### config.mk
export PLATFORM = sky130hd
export DESIGN_NAME = uart_regbank
export DESIGN_NICKNAME = d
export VERILOG_FILES = /design/src/rtl/uart_regbank_pkg.sv /design/src/rtl/urb_decode.sv /design/src/rtl/urb_rx_fifo.sv /design/src/rtl/uart_regbank.sv
export SDC_FILE = /design/constraint.sdc
export NUM_CORES = 1
export LEC_CHECK = 0
export CAP_MARGIN = 20
export CORE_ASPECT_RATIO = 0.8
export CORE_MARGIN = 5
export CORE_UTILIZATION = 48
export CTS_CLUSTER_DIAMETER = 120
export DETAILED_ROUTE_END_ITERATION = 8
export HOLD_SLACK_MARGIN = 0.05
export PLACE_DENSITY = 0.73
export RECOVER_POWER = 50
export SETUP_SLACK_MARGIN = 0.02
export SYNTH_ARGS = -nofsm -noshare
export SYNTH_HDL_FRONTEND = slang
export SYNTH_SLANG_ARGS = --single-unit
### constraint.sdc
create_clock -name clk -period 4.9 [get_ports clk]
set_input_delay 0.735 -clock clk [delete_from_list [all_inputs] [get_ports clk]]
set_output_delay 0.735 -clock clk [all_outputs]
set_load 0.05 [all_outputs]
### src/rtl/uart_regbank_pkg.sv
package uart_regbank_pkg;

    localparam int unsigned WORD_W = 32;
    localparam int unsigned CHAR_W = 8;

    // Decoded offsets (low 8 address bits)
    localparam logic [7:0] OFS_DATA      = 8'h00;
    localparam logic [7:0] OFS_DATA_BYTE = 8'h03;
    localparam logic [7:0] OFS_STAT      = 8'h04;
    localparam logic [7:0] OFS_CTRL      = 8'h08;
    localparam logic [7:0] OFS_SCAL      = 8'h0C;

    // Control bits that this block acts upon
    localparam int unsigned CB_RX_EN  = 0;
    localparam int unsigned CB_TX_EN  = 1;
    localparam int unsigned CB_RX_IRQ = 2;
    localparam int unsigned CB_TX_IRQ = 3;

    typedef enum logic [2:0] {
        SEL_NONE,
        SEL_DATA,
        SEL_STAT,
        SEL_CTRL,
        SEL_SCAL
    } reg_sel_e;

    typedef struct packed {
        logic [20:0] rsvd;
        logic        rx_full;
        logic        tx_full;
        logic        rx_half;
        logic        tx_half;
        logic        frame_err;
        logic        par_err;
        logic        overrun;
        logic        brk;
        logic        tx_q_empty;
        logic        tx_sh_empty;
        logic        rx_avail;
    } stat_word_t;

    function automatic stat_word_t make_status(input logic avail,
                                               input logic half,
                                               input logic full);
        stat_word_t s;
        s             = '0;
        s.rx_avail    = avail;
        s.tx_sh_empty = 1'b1;
        s.tx_q_empty  = 1'b1;
        s.rx_half     = half;
        s.rx_full     = full;
        return s;
    endfunction

endpackage

### src/rtl/urb_decode.sv
module urb_decode
    import uart_regbank_pkg::*;
(
    input  logic [7:0] ofs,
    output reg_sel_e   sel
);
    always_comb begin
        unique case (ofs)
            OFS_DATA, OFS_DATA_BYTE: sel = SEL_DATA;
            OFS_STAT:                sel = SEL_STAT;
            OFS_CTRL:                sel = SEL_CTRL;
            OFS_SCAL:                sel = SEL_SCAL;
            default:                 sel = SEL_NONE;
        endcase
    end
endmodule

### src/rtl/urb_rx_fifo.sv
module urb_rx_fifo #(
    parameter int unsigned W     = 8,
    parameter int unsigned DEPTH = 16
) (
    input  logic         clk,
    input  logic         rst,
    input  logic         push,
    input  logic [W-1:0] din,
    input  logic         pop,
    output logic [W-1:0] dout,
    output logic         empty,
    output logic         half,
    output logic         full
);
    localparam int unsigned PTR_W = (DEPTH > 1) ? $clog2(DEPTH) : 1;
    localparam int unsigned CNT_W = $clog2(DEPTH + 1);
    localparam logic [PTR_W-1:0] LAST = PTR_W'(DEPTH - 1);

    logic [W-1:0]     mem [DEPTH];
    logic [PTR_W-1:0] wr_ptr, rd_ptr;
    logic [CNT_W-1:0] count_q;

    function automatic logic [PTR_W-1:0] step(input logic [PTR_W-1:0] p);
        return (p == LAST) ? '0 : p + 1'b1;
    endfunction

    always_ff @(posedge clk) begin
        if (rst) begin
            wr_ptr  <= '0;
            rd_ptr  <= '0;
            count_q <= '0;
        end else begin
            if (push) begin
                mem[wr_ptr] <= din;
                wr_ptr      <= step(wr_ptr);
            end
            if (pop) rd_ptr <= step(rd_ptr);
            case ({push, pop})
                2'b10:   count_q <= count_q + 1'b1;
                2'b01:   count_q <= count_q - 1'b1;
                default: count_q <= count_q;
            endcase
        end
    end

    assign dout  = mem[rd_ptr];
    assign empty = (count_q == '0);
    assign full  = (count_q == CNT_W'(DEPTH));
    assign half  = (count_q >= CNT_W'(DEPTH / 2));
endmodule

### src/rtl/uart_regbank.sv
module uart_regbank
    import uart_regbank_pkg::*;
#(
    parameter int unsigned ADDR_W   = 12,
    parameter int unsigned RX_DEPTH = 16
) (
    input  logic              clk,
    input  logic              rst,
    input  logic              psel,
    input  logic              penable,
    input  logic              pwrite,
    input  logic [ADDR_W-1:0] paddr,
    input  logic [31:0]       pwdata,
    output logic [31:0]       prdata,
    input  logic [7:0]        rx_data,
    input  logic              rx_valid,
    output logic              rx_ready,
    output logic [7:0]        tx_data,
    output logic              tx_valid,
    output logic              irq
);
    logic              unused_addr_hi;
    reg_sel_e          sel;
    logic              access, rd_acc, wr_acc;
    logic              push, pop, send;
    logic              q_empty, q_half, q_full;
    logic [CHAR_W-1:0] q_head;
    logic [WORD_W-1:0] ctrl_q;
    stat_word_t        stat;

    assign unused_addr_hi = ^paddr[ADDR_W-1:8];

    urb_decode u_dec (
        .ofs (paddr[7:0]),
        .sel (sel)
    );

    assign access = psel & penable;
    assign rd_acc = access & ~pwrite;
    assign wr_acc = access & pwrite;

    assign rx_ready = ~q_full;
    assign push     = rx_valid & ~q_full & ctrl_q[CB_RX_EN];
    assign pop      = rd_acc & (sel == SEL_DATA) & ~q_empty;
    assign send     = wr_acc & (sel == SEL_DATA) & ctrl_q[CB_TX_EN];

    urb_rx_fifo #(.W(CHAR_W), .DEPTH(RX_DEPTH)) u_rxq (
        .clk   (clk),
        .rst   (rst),
        .push  (push),
        .din   (rx_data),
        .pop   (pop),
        .dout  (q_head),
        .empty (q_empty),
        .half  (q_half),
        .full  (q_full)
    );

    assign stat = make_status(~q_empty, q_half, q_full);

    always_comb begin
        unique case (sel)
            SEL_DATA: prdata = q_empty ? '0 : {{(WORD_W-CHAR_W){1'b0}}, q_head};
            SEL_STAT: prdata = stat;
            SEL_CTRL: prdata = ctrl_q;
            default:  prdata = '0;
        endcase
    end

    always_ff @(posedge clk) begin
        if (rst) begin
            ctrl_q   <= '0;
            tx_valid <= 1'b0;
            tx_data  <= '0;
            irq      <= 1'b0;
        end else begin
            if (wr_acc && sel == SEL_CTRL) ctrl_q <= pwdata;
            tx_valid <= send;
            if (send) tx_data <= pwdata[CHAR_W-1:0];
            irq <= (push & ctrl_q[CB_RX_IRQ]) | (send & ctrl_q[CB_TX_IRQ]);
        end
    end
endmodule

* After elaboration in Yosys (flattened, before gate mapping)
Memories as Yosys holds them, arrays and structs flattened. A register that Yosys moved wholly into a read port is not among the register bits.
Index checks and enable logic that the tools add are counted.
W data, S select, Z words.
** Storage, ports and cells
- Bits of input ports :: 58
- Memories kept :: 1
- Output and inout bits :: 43
- Bits in registers :: 55
- Word-level logic and storage cells :: 56
- RAM bits :: 128
** Memory list
- u_rxq.mem :: depth 16, bits a word 8, read ports 1, clocked after memory_dff 1, write ports 1, RTL line urb_rx_fifo.sv:19 : logic [W-1:0] mem [DEPTH];
** Operators by class
- Bitwise logic cells :: 15
- $lt $le $gt $ge :: 1
- Add/subtract/negate cells :: 4
- Eq/ne operators :: 12
- Mux-type cells :: 11
- Reductions and logical operators :: 5
** Operators with widths (number)
- $pmux W32 S3 :: 1
- $eq A8 B4 Y1 const B :: 2
- $mux W4 :: 4
- $pmux W3 S4 :: 1
- $and A1 B1 Y1 :: 11
- $pmux W5 S2 :: 1
- $add A4 B1 Y4 const B :: 2
- $eq A4 B4 Y1 const B :: 2
- $eq A8 B2 Y1 const B :: 1
- $eq A8 B3 Y1 const B :: 1
- $logic_not A8 Y1 :: 1
- $mux W8 :: 1
- $eq A3 B2 Y1 const B :: 2
- $add A5 B1 Y5 const B :: 1
- $eq A5 B5 Y1 const B :: 1
- $ge A5 B4 Y1 const B :: 1
- $logic_not A5 Y1 :: 1
- $sub A5 B1 Y5 const B :: 1
- $eq A3 B1 Y1 const B :: 1
- $mux W1 :: 3
- $not A1 Y1 :: 3
- $eq A2 B1 Y1 const B :: 1
- $eq A2 B2 Y1 const B :: 1
- $reduce_bool A2 Y1 :: 1
- 3 further kinds :: 3

* Longest topological paths before layout
- Word-level depth :: 8
- Gate-level depth with buffers :: 13

* Modules after synthesis
A second synthesis with hierarchy kept.
** Second synthesis, totals
- Cell total of the unflattened synthesis :: 526
- Area total of the unflattened synthesis :: 8129.0 µm²
** Modules (own cells, without submodules)
- urb_rx_fifo :: seq. area each 4184.0 µm², area an instance 5884.4 µm², times used 1, cells an instance 290
- uart_regbank :: seq. area each 840.8 µm², area an instance 2189.6 µm², times used 1, cells an instance 228
- urb_decode :: seq. area each 0.0 µm², area an instance 55.1 µm², times used 1, cells an instance 8

* Worst setup path before layout
Ideal clock, no wire load.
- Kind :: in2reg
- Start :: in paddr[5]
- End :: reg u_rxq.count_q[4]
- Path slack :: 1270 ps
- Library setup time :: 121 ps
- Cell stages on the path :: 11
- Data arrival time :: 3509 ps
- Path buffers :: 1
- Cells stage by stage :: or4_4 -> nor4_2 -> and3_1 -> ha_1 -> clkbuf_1 -> xor2_1 -> ha_1 -> o21ai_0 -> a21oi_1 -> a2111oi_0 -> mux2_2
** On the way
- Cells in the longest elaborated chain, start to end :: 8
** Ends and longest elaborated chain
- start: declaration :: RTL line uart_regbank.sv:12 : input logic [ADDR_W-1:0] paddr,
- $eq A8 B2 Y1 / $logic_not A8 Y1 (equally long branches) :: RTL line urb_decode.sv:8 : unique case (ofs)
- $reduce_or A2 Y1 :: RTL line urb_decode.sv:8
- $pmux W3 S4 (*) :: RTL line urb_decode.sv:8
- $eq A3 B1 Y1 (*) :: RTL line uart_regbank.sv:44 : assign pop = rd_acc & (sel == SEL_DATA) & ~q_empty;
- $and A1 B1 Y1 (*) (2 in a row) :: RTL line uart_regbank.sv:44
- $eq A2 B1 Y1 / $eq A2 B2 Y1 (equally long branches) :: RTL line urb_rx_fifo.sv:38 : case ({push, pop})
- $pmux W5 S2 / $reduce_bool A2 Y1 (equally long branches)
- end signal: assignment :: RTL line urb_rx_fifo.sv:39 : 2'b10: count_q <= count_q + 1'b1;
- end signal: assignment :: RTL line urb_rx_fifo.sv:40 : 2'b01: count_q <= count_q - 1'b1;
- end signal: assignment :: RTL line urb_rx_fifo.sv:41 : default: count_q <= count_q;
- end: declaration :: RTL line urb_rx_fifo.sv:21 : logic [CNT_W-1:0] count_q;
Mark *: on every way between the ends. The rest lies on a longest branch, timed or not.
A chain may end at the register's enable or synchronous reset.

* Worst setup path in the final report
- Start :: in paddr[5]
- End :: out prdata[0]
** On the way
- Cells in the longest elaborated chain, start to end :: 5
** Ends and longest elaborated chain
- $eq A8 B2 Y1 / $logic_not A8 Y1 (equally long branches) :: RTL line urb_decode.sv:8
- $reduce_or A2 Y1 :: RTL line urb_decode.sv:8
- $pmux W3 S4 (*) :: RTL line urb_decode.sv:8
- $eq A3 B2 Y1 / $eq A3 B1 Y1 (equally long branches) :: RTL line uart_regbank.sv:62 : unique case (sel)
- $pmux W32 S3 (*) :: RTL line uart_regbank.sv:62
- end: declaration :: RTL line uart_regbank.sv:14 : output logic [31:0] prdata,
Marked as above.

==> flow_metrics.tcl <==
set metrics [dict create \
    status "finished, final reports clean" \
    cts_buffers 17 \
    fin_cells 845 \
    clockBufferDepth 2 \
    ctsRootBufferMaster "clkbuf_16" \
    drt-initial-drc-count 338 \
    ys_ff_latch 187 \
    start_util 0.4905 \
    cts.htree.levels 4 \
    power_frac_comb 0.025 \
    hold_viol_final 0 \
    worstSetupEndpointType "output port" \
    crit_type "in -> out" \
    routabilityCongestion 0.8382 \
    clkLatencyLatePin_ns 0.43 \
    die_area_um2 18800 \
    critPathMaxFanout 8 \
    seqPwrFrac 0.542 \
    leakage_nw 3.358 \
    ys_types 46 \
    dp_hpwl_mm 11.41 \
    postCtsHoldBufs 0 \
    period_minus_slack_ns 4.458 \
    hold_class "reg -> reg" \
    die_w_um 152.1 \
    tns_ns 0 \
    post_drt_via_cell_ratio 5.557 \
    clkTransAtPathRegs_ns 0.07 \
    chipHeight_um 123.7 \
    track_usage 0.1829 \
    slew_headroom 0.1480 \
    cts_tree "yes" \
    io_pins 101 \
    finalCritPeriodShare 0.9098 \
    max_slew.worst_pin.slew_ns 1.265 \
    max_freq_mhz 224.3 \
    drt-wirelength-per-cell_um 19.67 \
    cap_violations 0 \
    grt_pass1_wl_mm 26.18 \
    synthArstFlopShare 0 \
    cp.arrival_ns 3.72 \
    yosys_most_used_dff "edfxtp_1" \
    switching_share 0.2123 \
    placed_cells 813 \
    syn_area_per_cell_um2 14.99 \
    n_antenna_cell 0 \
    core-area_um2 15800 \
    rsz0062_at_grt "no" \
    p_sw_w 0.0006586 \
    pwr-share-clk 0.433 \
    yosysWarnings 0 \
    setup_viol 0 \
    clkSinkCount 187 \
    syn-cell-area_um2 7750 \
    synthesis.nets 584 \
    totalWireLength_mm 16.62 \
    final.setup_skew_ns 0.008005 \
    cp_data_required_time_ns 4.16 \
    ys_seq_area_frac 0.6484 \
    numPortBuffers 96 \
    vias 4696 \
    cts_resized 0 \
    nNetsFinal 684 \
    n_fill_cell 1241 \
    startpoint_type "input port" \
    p_int_w 0.002443 \
    syn_inst 517 \
    overflow 0 \
    first_pass_iters 4 \
    grt_max_degree 59 \
    rows 41 \
    finalMaxSlewViolations 0 \
    ir_drop_v 0.0002627 \
    synth_edf_count 128 \
    drcViolationCount 0 \
    area_growth_pct 22.68 \
    power_density_nw_per_um2 326.2 \
    antenna_found_initial 0 \
    postCtsSetupRepairBufs 0 \
    drive_gt1_frac 0.1714 \
    multiInputGateArea_um2 2560 \
    regArea_um2 5026 \
    grt_pass1_vias 4672 \
    antenna_left 0 \
]
layout make-up:
class                   count  share of cell area
clock buffers              17             0.04474
inverters                   6            0.002369
repair buffers            112              0.1103
well taps                 215             0.02829
multi-input cells         293              0.2692
clock inverters            15             0.01645
flip-flops and latches    187              0.5286
synth_stat cells (4+ instances only):
| master | number | share of area |
|---|---|---|
| xor2_1 | 6 | 0.0068 |
| mux2i_1 | 66 | 0.085 |
| nor2b_1 | 5 | 0.0040 |
| clkbuf_1 | 16 | 0.0077 |
| edfxtp_1 | 128 | 0.50 |
| dfxtp_1 | 59 | 0.15 |
| buf_2 | 12 | 0.0077 |
| mux4_2 | 32 | 0.093 |
| nand4_1 | 6 | 0.0048 |
| o21ai_0 | 6 | 0.0039 |
| nor3_1 | 9 | 0.0058 |
| a21oi_1 | 11 | 0.0071 |
| and2_1 | 24 | 0.019 |
| nor2_1 | 58 | 0.028 |
| inv_1 | 6 | 0.0029 |
| nand2_1 | 12 | 0.0058 |
| ha_1 | 9 | 0.015 |
| a22o_1 | 5 | 0.0057 |
| nand2b_1 | 4 | 0.0032 |
registers in the layout, summed over array words and instances, names as in the netlist, named ones only:
| name | cells |
|---|---|
| u_rxq.mem | 128 |
| u_rxq.rd_ptr | 4 |
| tx_data | 8 |
| ctrl_q | 32 |
| u_rxq.wr_ptr | 4 |
| u_rxq.count_q | 5 |
| tx_valid | 1 |
| irq | 1 |
cell families (layout without fill, tap and decap cells):
logic type | count (synthesis) | count (layout) | share of synthesized area
simple gates | 135 | 135 | 0.08896
flops | 187 | 187 | 0.6484
xor+xnor | 6 | 6 | 0.006781
mux | 100 | 100 | 0.1811
fa+ha+maj | 9 | 9 | 0.01453
compound gates | 43 | 43 | 0.03907
buf+inv | 37 | 150 | 0.02115
worst paths after layout:
path,endpoint,cells past startpoint,slack (ns),from
worst max-delay path,prdata[0],6,0.44,paddr[5]
worst min-delay path,ctrl_q[27],2,0.49,ctrl_q[27]
worst max register to register,u_rxq.count_q[4],9,0.88,u_rxq.count_q[1]
worst min register to register,ctrl_q[27],2,0.49,ctrl_q[27]
power by group through the flow:
stage | clock, W | sequential [W] | combinational (W)
after floorplan | 0 | 0.00172 | 0.0000145
after global placement | 0 | 0.00172 | 0.0000752
after detailed placement | 0 | 0.00172 | 0.0000780
after CTS | 0.00137 | 0.00168 | 0.0000786
after global routing | 0.00144 | 0.00168 | 0.0000825
final | 0.00134 | 0.00168 | 0.0000762
layer usage:
layer  wire [µm]  global-route usage  share of wire
met5           0                   0              0
met4         289             0.06850          0.017
met3         936             0.04342          0.056
met1        7418              0.2491           0.45
met2        7976              0.2908           0.48
layout by cell type (no fill, tap or decap), types with 7 or more instances in the layout:
| cell | Yosys | routed |
|---|---|---|
| mux2i_1 | 66 | 66 |
| a21oi_1 | 11 | 11 |
| dlygate4sd3_1 | 0 | 10 |
| dfxtp_1 | 59 | 58 |
| mux4_2 | 32 | 32 |
| o21ai_0 | 6 | 7 |
| nor2_1 | 58 | 58 |
| and2_1 | 24 | 23 |
| ha_1 | 9 | 9 |
| nand2_1 | 12 | 12 |
| buf_4 | 0 | 32 |
| clkbuf_16 | 0 | 17 |
| edfxtp_1 | 128 | 128 |
| clkdlybuf4s50_1 | 0 | 58 |
| nor3_1 | 9 | 7 |
metrics by stage:
step	setup slack, ns	hold slack (ns)	util	power (W)	cell area (µm²)
floorplan	1.270	0.4548	-	0.001733	7750
global placement	0.6289	0.4685	0.5675	0.001793	8966
detailed placement	0.5803	0.4780	0.5675	0.001796	8966
CTS	0.6376	0.4959	0.6043	0.003130	9548
global route	0.3210	0.5180	0.6018	0.003200	9508
finish	0.4421	0.4896	0.6018	0.003102	9508
critical path, stage by stage:
cell and delay, ns:
dlygate4sd3_1 0.53, or4_1 0.62, nor4_2 0.42, and2_1 0.41, o2bb2ai_1 0.16, clkdlybuf4s50_1 0.85
(Power assumes the default switching activity.)
